## config.mk

```make
export PLATFORM = sky130hd
export DESIGN_NAME = acc_cpu
export DESIGN_NICKNAME = d
export VERILOG_FILES = /design/src/rtl/acc_cpu.sv
export SDC_FILE = /design/constraint.sdc
export NUM_CORES = 1
export LEC_CHECK = 0
export ABC_CLOCK_PERIOD_IN_PS = 7900
export BUFFER_PORTS_ARGS = -buffer_cell sky130_fd_sc_hd__buf_2
export CORE_MARGIN = 2
export CORE_UTILIZATION = 35
export DETAILED_ROUTE_END_ITERATION = 8
export GPL_TIMING_DRIVEN = 0
export HOLD_SLACK_MARGIN = 0.08
export PLACE_DENSITY_LB_ADDON = 0.05
export SYNTH_ARGS = -nofsm -noshare
export SYNTH_HDL_FRONTEND = slang
export SYNTH_SLANG_ARGS = --single-unit
```

## constraint.sdc

```tcl
create_clock -name clk -period 7.9 [get_ports clk]
set_clock_uncertainty 0.2 [all_clocks]
set_input_delay 1.185 -clock clk [delete_from_list [all_inputs] [get_ports clk]]
set_output_delay 1.185 -clock clk [all_outputs]
set_load 0.01 [all_outputs]
```

## src/rtl/acc_cpu.sv

```systemverilog
module acc_cpu #(
  parameter int AW  = 12,
  parameter int OPW = 4,
  localparam int DW = AW + OPW
) (
  input  logic          clk,
  input  logic          rst_n,
  input  logic          irq,
  input  logic [AW-1:0] handler_addr,
  output logic [AW-1:0] mem_addr,
  output logic          mem_rd,
  output logic          mem_wr,
  output logic [DW-1:0] mem_wdata,
  input  logic [DW-1:0] mem_rdata,
  output logic          halted
);

  localparam logic [OPW-1:0] OP_HALT = 'h0;
  localparam logic [OPW-1:0] OP_LOAD = 'h1;
  localparam logic [OPW-1:0] OP_STOR = 'h2;
  localparam logic [OPW-1:0] OP_ADD  = 'h5;
  localparam logic [OPW-1:0] OP_JMP  = 'h8;
  localparam logic [OPW-1:0] OP_EI   = 'hC;
  localparam logic [OPW-1:0] OP_DI   = 'hD;
  localparam logic [OPW-1:0] OP_RETI = 'hE;

  typedef enum logic [3:0] {
    S_IAC, S_IF, S_IWT, S_IOD, S_EXE,
    S_OF, S_OWT, S_DO, S_OSET, S_OS,
    S_INTC, S_HALT
  } state_t;

  state_t        st;
  logic [AW-1:0] pc, mar, spc;
  logic [DW-1:0] mbr, ir, ac;
  logic          ie;
  logic [OPW-1:0] op;
  logic          at_intc;

  assign op        = ir[DW-1:AW];
  assign mem_addr  = mar;
  assign mem_rd    = (st == S_IF) || (st == S_OF);
  assign mem_wr    = (st == S_OS);
  assign mem_wdata = mbr;
  assign halted    = (st == S_HALT);
  assign at_intc   = (st == S_INTC);

  always_ff @(posedge clk) begin
    if (!rst_n) begin
      st  <= S_IAC;
      pc  <= '0;
      mar <= '0;
      spc <= '0;
      mbr <= '0;
      ir  <= '0;
      ac  <= '0;
      ie  <= 1'b0;
    end else begin
      unique case (st)
        S_IAC: begin
          mar <= pc;
          st  <= S_IF;
        end
        S_IF:  st <= S_IWT;
        S_IWT: begin
          mbr <= mem_rdata;
          pc  <= pc + 1'b1;
          st  <= S_IOD;
        end
        S_IOD: begin
          ir  <= mbr;
          mar <= mbr[AW-1:0];
          st  <= S_EXE;
        end
        S_EXE: begin
          st <= S_INTC;
          case (op)
            OP_LOAD, OP_ADD: st <= S_OF;
            OP_STOR:         st <= S_OSET;
            OP_JMP:          pc <= ir[AW-1:0];
            OP_EI:           ie <= 1'b1;
            OP_DI:           ie <= 1'b0;
            OP_RETI: begin
              pc <= spc;
              ie <= 1'b1;
            end
            OP_HALT:         st <= S_HALT;
            default: ;
          endcase
        end
        S_OF:  st <= S_OWT;
        S_OWT: begin
          mbr <= mem_rdata;
          st  <= S_DO;
        end
        S_DO: begin
          ac <= (op == OP_ADD) ? ac + mbr : mbr;
          st <= S_INTC;
        end
        S_OSET: begin
          mbr <= ac;
          st  <= S_OS;
        end
        S_OS:  st <= S_INTC;
        S_INTC: begin
          if (ie && irq) begin
            spc <= pc;
            pc  <= handler_addr;
            ie  <= 1'b0;
          end
          st <= S_IAC;
        end
        S_HALT: st <= S_HALT;
        default: st <= S_IAC;
      endcase
    end
  end

endmodule

```

==> Word level (Yosys, flattened, before mapping) <==
Cells that the tools add are included.
{ "totals": {"wordCells": 57, "out_inout_bits": 31, "input_bits": 31, "reg_bits": 89} }
{ "classes": {"n_reduce_logical": 15, "addsub": 2, "eq_ne": 21, "n_mux": 11} }
{ "ops": {"columns": ["cell", "n"], "rows": [
  ["case mux 12 bit (2 select lines)", 2],
  ["case mux 4 bit (10 select lines)", 1],
  ["case mux 12 bit (3 select lines)", 1],
  ["equality test 4 bit, second input constant", 8],
  ["case mux 16 bit (2 select lines)", 1],
  ["equality test 4 x 3 -> 1 bit, second input constant", 5],
  ["adder 16 bit", 1],
  ["2-to-1 mux 16 bit", 1],
  ["adder 12 x 1 -> 12 bit, second input constant", 1],
  ["equality test 4 x 2 -> 1 bit, second input constant", 3],
  ["2-to-1 mux 12 bit", 1],
  ["case mux 4 bit (3 select lines)", 1],
  ["equality test 4 x 1 -> 1 bit, second input constant", 2],
  ["zero test 4 bit", 2],
  ["OR reduction 2 bit", 4],
  ["AND reduction 3 bit", 2],
  ["nonzero test 2 bit", 3],
  ["case mux 1 bit (2 select lines)", 2],
  ["inequality test 3 x 2 -> 1 bit, second input constant", 1],
  ["inequality test 3 bit, second input constant", 1],
  ["nonzero test 3 bit", 1],
  ["inequality test 2 x 1 -> 1 bit, second input constant", 1],
  ["AND reduction 2 bit", 1],
  ["logical AND 1 bit", 1],
  ["other kinds (2)", 2]
]} }

==> Logic depth before layout (Yosys ltp) <==
Gate-level depths: netlist of run 1.
{ "logic_depth": {"word_depth": 4, "ltp_mapped": 9, "depth_no_buf": 9} }

==> Worst setup path before layout of run 1 <==
No wires, ideal clock.
{ "synth_timing": {"path_type": "reg2reg", "start": "register mbr[0], in the netlist mem_wdata[0]", "end": "register ac[12]", "slack_ns": 5.347, "setup_time_ns": 0.133, "n_path_buf": 0, "t_required_ns": 7.567, "t_arrival_ns": 2.220, "period_less_slack_ns": 2.553, "path_stages_with_launch": 10, "cell_sequence": "dfxtp_1 -> ha_1 -> fa_1 -> a211oi_1 -> o21bai_1 -> a211oi_2 -> o21ai_0 -> xor2_1 -> mux2i_1 -> a21oi_1"} }
{ "synth_between": {"elab_chain_cells": 2} }
{ "synth_lines": {"columns": ["element", "line", "rtl"], "rows": [
  ["from (decl)", "35", "logic [DW-1:0] mbr, ir, ac;"],
  ["from (signal assigned)", "66", "mbr <= mem_rdata;"],
  ["from (signal assigned)", "93", "mbr <= mem_rdata;"],
  ["adder 16 bit", "97", "ac <= (op == OP_ADD) ? ac + mbr : mbr;"],
  ["2-to-1 mux 16 bit", "97", null],
  ["to (signal assigned)", "97", null],
  ["to (decl)", "35", null]
]} }
Every way passes these cells.
A chain may end at the register's enable or synchronous reset.

==> Final worst setup path of run 1 <==
{ "layout_timing": {"start": "register st[3]", "end": "output port mem_rd"} }
{ "layout_between": {"elab_chain_cells": 2, "word_cells_on_any_way": 3, "classes_between": "eq/ne: 2; reduce/logical: 1"} }
{ "layout_lines": {"columns": ["element", "line", "rtl"], "rows": [
  ["from (decl)", "33", "state_t st;"],
  ["from (signal assigned)", "50", "st <= S_IAC;"],
  ["from (signal assigned)", "62", "st <= S_IF;"],
  ["from (signal assigned)", "64", "S_IF: st <= S_IWT;"],
  ["equality test 4 x 1 -> 1 bit / equality test 4 x 3 -> 1 bit (equally long branches)", "42", "assign mem_rd = (st == S_IF) || (st == S_OF);"],
  ["logical OR 1 bit (*)", "42", null],
  ["to (decl)", "11", "output logic mem_rd,"]
]} }
Every way passes the cells marked *; elsewhere a longest branch is shown, timed or not.

==> flow_metrics.env, run 1 <==
export IMPL_fin_total_pwr_w=0.00114
export IMPL_synth_top_family_by_area="compound AO/OA/AOI/OAI gates"
export IMPL_wl_um=16100
export IMPL_status="complete, no violations"
export IMPL_clockRootBuffer="clkbuf_16"
export IMPL_async_flop_share=0
export IMPL_cts_hold_buf=0
export IMPL_layout_nets=752
export IMPL_synthXorXnorAreaFrac=0.0157
export IMPL_dieArea_um2=15300
export IMPL_synth_main_ff_cell="dfxtp_1"
export IMPL_synth_mux_area_frac=0.0299
export IMPL_post_cts_buffers=0
export IMPL_synth_compound_area_frac=0.294
export IMPL_max_vdd_ir_drop_uv=140
export IMPL_maxSlewHeadroom=0.486
export IMPL_cts_buffers=9
export IMPL_vias=4882
export IMPL_cts_sinks=89
export IMPL_start_util=0.361
export IMPL_setup_viol=0
export IMPL_htree_levels=3
export IMPL_grt_pass1_vias=4672
export IMPL_crit_required_ns=6.51
export IMPL_remaining_drc_errors=0
export IMPL_total_leakage_power_nw=2.51
export IMPL_crit_type="reg -> out"
export IMPL_place_inst=873
export IMPL_grt_ovfl_total=0
export IMPL_finalCritPeriodShare=0.429
export IMPL_area_growth_pct=17.0
export IMPL_gp_congestion=0.831
export IMPL_synth_simple_gate_area_frac=0.216
export IMPL_fmax_ghz=0.295
export IMPL_hold_viol=0
export IMPL_ys_seq_area_frac=0.354
export IMPL_tns_ns=0
export IMPL_wl_per_cell_um=18.1
export IMPL_drive_above_1_share=0.141
export IMPL_crit_path_max_fanout=10
export IMPL_antenna_cells=0
export IMPL_fp_dieH_um=124
export IMPL_cp_end_kind="primary output"
export IMPL_ys_types=55
export IMPL_core_area_um2=13900
export IMPL_slew_viol_final=0
export IMPL_post_cts_resized=0
export IMPL_stdcell_count=889
export IMPL_grt_pass1_wl_um=25400
export IMPL_clk_latency_ns=0.35
export IMPL_io_buffers=60
export IMPL_period_needed_ns=3.39
export IMPL_worstHoldPathType="reg -> reg"
export IMPL_cts_tree="done"
export IMPL_clk_pin_slew_ns=0.07
export IMPL_synth_edf_count=0
export IMPL_antenna_found_initial=0
export IMPL_drtIter0Drc=321
export IMPL_synthCells=633
export IMPL_dp_hpwl_um=12000
export IMPL_die_w_um=124
export IMPL_ioPinCount=62
export IMPL_maxCapViolCount=0
export IMPL_cp_start_kind="flop"
export IMPL_syn_area_um2=5030
export IMPL_ant_nets=0
export IMPL_tightest_slew_ns=0.772
export IMPL_crit_arrival_ns=2.00
export IMPL_syn_num_nets=681
export IMPL_ys_warn_count=0
export IMPL_rsz0062_at_grt="no"
export IMPL_grt_usage=0.220
export IMPL_syn_mean_instance_area_um2=7.94
export IMPL_synthAdderAreaFrac=0.0438
export IMPL_power_density_nw_per_um2=194
export IMPL_ys_ff_latch=89
export IMPL_firstDrtPassIters=7
export IMPL_clock_path_buffers=2
export IMPL_vias_per_cell=5.49
export IMPL_num_rows=43
export IMPL_grt_max_degree=17
critical path: stages, from the launching register on:
cell and delay [ns]:
dfxtp_1 0.31, buf_4 0.17, clkbuf_1 0.42, clkbuf_1 0.50, nor2_1 0.10, buf_2 0.16
registers in the layout, summed over array words and instances (netlist names):
signal and cells:
ac 16, mem_wdata 16, pc 12, st 4, ir 16, spc 12
mem_addr 12, ie 1
worst paths after layout:
check               start      to  slack, ns  cells past startpoint
max                 st[3]  mem_rd       4.51                      5
min                spc[5]  spc[5]       0.25                      2
max reg2reg  mem_wdata[0]  ac[12]       5.03                      9
min reg2reg        spc[5]  spc[5]       0.25                      2
Yosys cell counts (all sizes together) (8+ instances only):
| cell | number | share of area |
|---|---|---|
| a211oi | 9 | 0.014 |
| nand3 | 32 | 0.032 |
| nor2 | 22 | 0.018 |
| a21oi | 37 | 0.039 |
| nor2b | 11 | 0.015 |
| nor3 | 11 | 0.012 |
| a31oi | 16 | 0.020 |
| a21boi | 36 | 0.054 |
| dfxtp | 89 | 0.35 |
| nand2 | 121 | 0.091 |
| mux2i | 15 | 0.030 |
| ha | 16 | 0.040 |
| buf | 14 | 0.019 |
| o211ai | 8 | 0.012 |
| o211a | 23 | 0.046 |
| clkbuf | 31 | 0.023 |
| o21ai | 69 | 0.069 |
cells in the final DEF, fill, tap and decap left out, drive strengths merged, types with 6 or more instances in the layout:
cell,n
a211oi,9
a21boi,36
a21oi,37
a22oi,6
a31oi,16
and3,7
buf,74
clkbuf,40
dfxtp,89
ha,16
inv,9
mux2i,15
nand2,121
nand3,32
nor2,22
nor2b,11
nor3,11
o211a,23
o211ai,8
o21ai,69
xor2,6
kinds of logic (layout without fill, tap and decap cells):
| logic type | after synthesis | count (layout) |
|---|---|---|
| DFF | 89 | 89 |
| adders and majority gates | 17 | 17 |
| xor gates and xnor gates | 9 | 9 |
| muxes | 15 | 15 |
| buffers and inverters | 52 | 128 |
| and+or+nand+nor | 230 | 230 |
| AOI/OAI and AO/OA | 221 | 221 |
metal layers:
layer  vias to the layer above  track usage  wire length, µm
met5                         -            0                0
met2                       126        0.364             7560
met1                      2292        0.283             7450
met4                         0       0.0732              316
li1                       2439            -                -
met3                        25       0.0495              799
report_power, final:
group / internal [W] / switching [W] / total (W) / leakage, nW
Clock: 0.000281 / 0.000198 / 0.000480 / 0.162
Combinational: 0.0000642 / 0.000102 / 0.000167 / 1.63
Sequential: 0.000469 / 0.0000231 / 0.000492 / 0.721
per-stage QoR:
stage          instance area (µm²)  setup WS (ns)   util  hold WS, ns
3_5_place_dp                  5550           4.84  0.398        0.244
5_1_grt                       5880           4.40  0.422        0.281
2_1_floorplan                 5030           5.35      -        0.234
3_3_place_gp                  5550           4.84  0.398        0.240
4_1_cts                       5880           4.49  0.422        0.253
6_report                      5880           4.51  0.422        0.250
final cells by class:
cell class	count	area [µm²]
plain buffers	45	210
clock buffers	9	225
clock inverters	7	103
fillers	1423	8060
inverters	7	26.3
multi-input cells	492	3010
flip-flops and latches	89	1780
well taps	180	225
repair buffers	60	300
Power figures use the tool's default switching activity.
==> run 2: changes to the inputs <==
--- a/config.mk
+++ b/config.mk
@@ -5,7 +5,7 @@
 export SDC_FILE = /design/constraint.sdc
 export NUM_CORES = 1
 export LEC_CHECK = 0
-export ABC_CLOCK_PERIOD_IN_PS = 7900
+export ABC_CLOCK_PERIOD_IN_PS = 2900
 export BUFFER_PORTS_ARGS = -buffer_cell sky130_fd_sc_hd__buf_2
 export CORE_MARGIN = 2
 export CORE_UTILIZATION = 35
==> constraint.sdc (replaced) <==
create_clock -name clk -period 2.9 [get_ports clk]
set_clock_uncertainty 0.2 [all_clocks]
set_input_delay 0.435 -clock clk [delete_from_list [all_inputs] [get_ports clk]]
set_output_delay 0.435 -clock clk [all_outputs]
set_load 0.01 [all_outputs]
==> flow_metrics.env, run 2 (synthesis gave the netlist of run 1 again) <==
export IMPL_clk_latency_ns=0.35
export IMPL_cpMostUsedCell="a211oi_2"
export IMPL_crit_type="reg -> reg"
export IMPL_dp_hpwl_um=12000
export IMPL_ff2ff_path_depth=9
export IMPL_finalCritPeriodShare=0.951
export IMPL_start_util=0.361
export IMPL_gp_congestion=0.831
export IMPL_cts_hold_buf=0
export IMPL_clockRootBuffer="clkbuf_16"
export IMPL_hold_viol=0
export IMPL_min_path_cells=3
export IMPL_maxSlewHeadroom=0.492
export IMPL_crit_path_top_delay_cell="fa_1"
export IMPL_pre_cts_ws_ns=0.0459
export IMPL_die_w_um=124
export IMPL_ioPinCount=62
export IMPL_vias=4914
export IMPL_htree_levels=3
export IMPL_grt_pass1_wl_um=25400
export IMPL_whs_ns=0.181
export IMPL_clk_pin_slew_ns=0.07
export IMPL_fmax_ghz=0.363
export IMPL_tightest_slew_ns=0.762
export IMPL_placedInstanceArea_um2=5550
export IMPL_maxCapViolCount=0
export IMPL_status="complete, no violations"
export IMPL_power_density_nw_per_um2=527
export IMPL_area_growth_pct=17.1
export IMPL_max_vdd_ir_drop_uv=382
export IMPL_grt_ovfl_total=0
export IMPL_crit_required_ns=2.91
export IMPL_slew_viol_final=0
export IMPL_r2r_end="ac[12]"
export IMPL_grt_max_degree=17
export IMPL_cts_buffers=9
export IMPL_core_area_um2=13900
export IMPL_slowest_delay_ns=0.44
export IMPL_wl_per_cell_um=18.1
export IMPL_clock_path_buffers=2
export IMPL_cts_sinks=89
export IMPL_dieArea_um2=15300
export IMPL_drtIter0Drc=327
export IMPL_rsz0062_at_grt="no"
export IMPL_period_needed_ns=2.76
export IMPL_ant_nets=0
export IMPL_tns_ns=0
export IMPL_fillers=1421
export IMPL_final_util=0.422
export IMPL_crit_arrival_ns=2.77
export IMPL_io_buffers=60
export IMPL_num_rows=43
export IMPL_worstHoldPathType="in -> reg"
export IMPL_holdCritStartpoint="handler_addr[4]"
export IMPL_layout_commonest_cell="nand2_1"
export IMPL_post_cts_buffers=0
export IMPL_grt_pass1_vias=4672
export IMPL_r2r_slack_ns=0.14
export IMPL_wl_um=16100
export IMPL_cp_start_kind="flop"
export IMPL_r2r_start="mem_wdata[0]"
export IMPL_final_cell_mix="nand2_1 (120), dfxtp_1 (89), buf_2 (69)"
export IMPL_remaining_drc_errors=0
export IMPL_cp_end_kind="flop"
export IMPL_antenna_found_initial=0
export IMPL_cts_tree="done"
export IMPL_path_cells="ha_1, fa_1, a211oi_2, o21bai_1, a211oi_2, o21ai_0, xor2_1, mux2i_1, a21oi_1"
export IMPL_layout_nets=752
export IMPL_fin_ws_ns=0.141
export IMPL_antenna_cells=0
export IMPL_whs_endpoint="pc[4]"
export IMPL_fp_dieH_um=124
export IMPL_crit_path_max_fanout=5
export IMPL_drive_above_1_share=0.142
export IMPL_vias_per_cell=5.53
export IMPL_design_area_um2=5880
export IMPL_firstDrtPassIters=5
export IMPL_grt_usage=0.220
export IMPL_setup_viol=0
export IMPL_total_leakage_power_nw=2.51
-- run 2: cell counts in the layout (fill, tap and decap cells not counted) --
No cell type changed its count.
-- run 2: what timing repair did --
item,4_1_cts,5_1_grt
gates resized for setup,0,1
endpoints found under the setup margin,0,2
hold endpoints to repair,0,0
-- run 2: how the worst max path moves through the flow --
| stage | start | to | slack, ns |
|---|---|---|---|
| CTS | mem_wdata[0] | ac[12] | 0.03 |
| global route | mem_wdata[0] | ac[12] | 0.02 |
| finish | mem_wdata[0] | ac[12] | 0.14 |
| detailed placement | mem_wdata[0] | ac[12] | 0.05 |
| global placement | mem_wdata[0] | ac[12] | 0.07 |
| floorplan | mem_wdata[0] | ac[12] | 0.35 |
-- run 2: report_power, final --
part / leakage (nW) / switching [W] / internal, W / total [W]
registers: 0.721 / 0.0000628 / 0.00128 / 0.00134
logic: 1.63 / 0.000279 / 0.000175 / 0.000454
clock network: 0.162 / 0.000541 / 0.000766 / 0.00131
total: 2.51 / 0.000882 / 0.00222 / 0.00310
-- run 2: critical path: cells and delay by family, from the launching register on --
family                   cells  cell delay [ns]
AO/OA/AOI/OAI                5             1.08
XOR/XNOR                     1             0.16
adder cells (fa/ha/maj)      2             0.69
flip-flops                   1             0.36
multiplexers                 1             0.13
-- run 2: final cells by class --
| class | count | area, µm² | share of cell area |
|---|---|---|---|
| Tap cell | 180 | 225 | 0.0383 |
| Timing Repair Buffer | 60 | 300 | 0.0510 |
| Sequential cell | 89 | 1780 | 0.303 |
| Clock buffer | 9 | 225 | 0.0383 |
| Clock inverter | 7 | 103 | 0.0174 |
| Inverter | 7 | 26.3 | 0.00447 |
| Multi-Input combinational cell | 492 | 3010 | 0.512 |
| Buffer | 45 | 210 | 0.0357 |
-- run 2: stage by stage --
step / total power [W] / std cells
final: 0.00310 / 889
after global routing: 0.00324 / 889
after CTS: 0.00314 / 889
after detailed placement: 0.00182 / 873
after global placement: 0.00182 / 873
after floorplan: 0.00164 / 633
-- run 2: metal layers --
layer	global-route usage	share of wire	up-vias	wire, µm
li1	-	-	2437	-
met1	0.283	0.46	2315	7410
met2	0.364	0.47	137	7550
met3	0.0495	0.053	25	853
met4	0.0732	0.020	0	317
met5	0	0	-	0
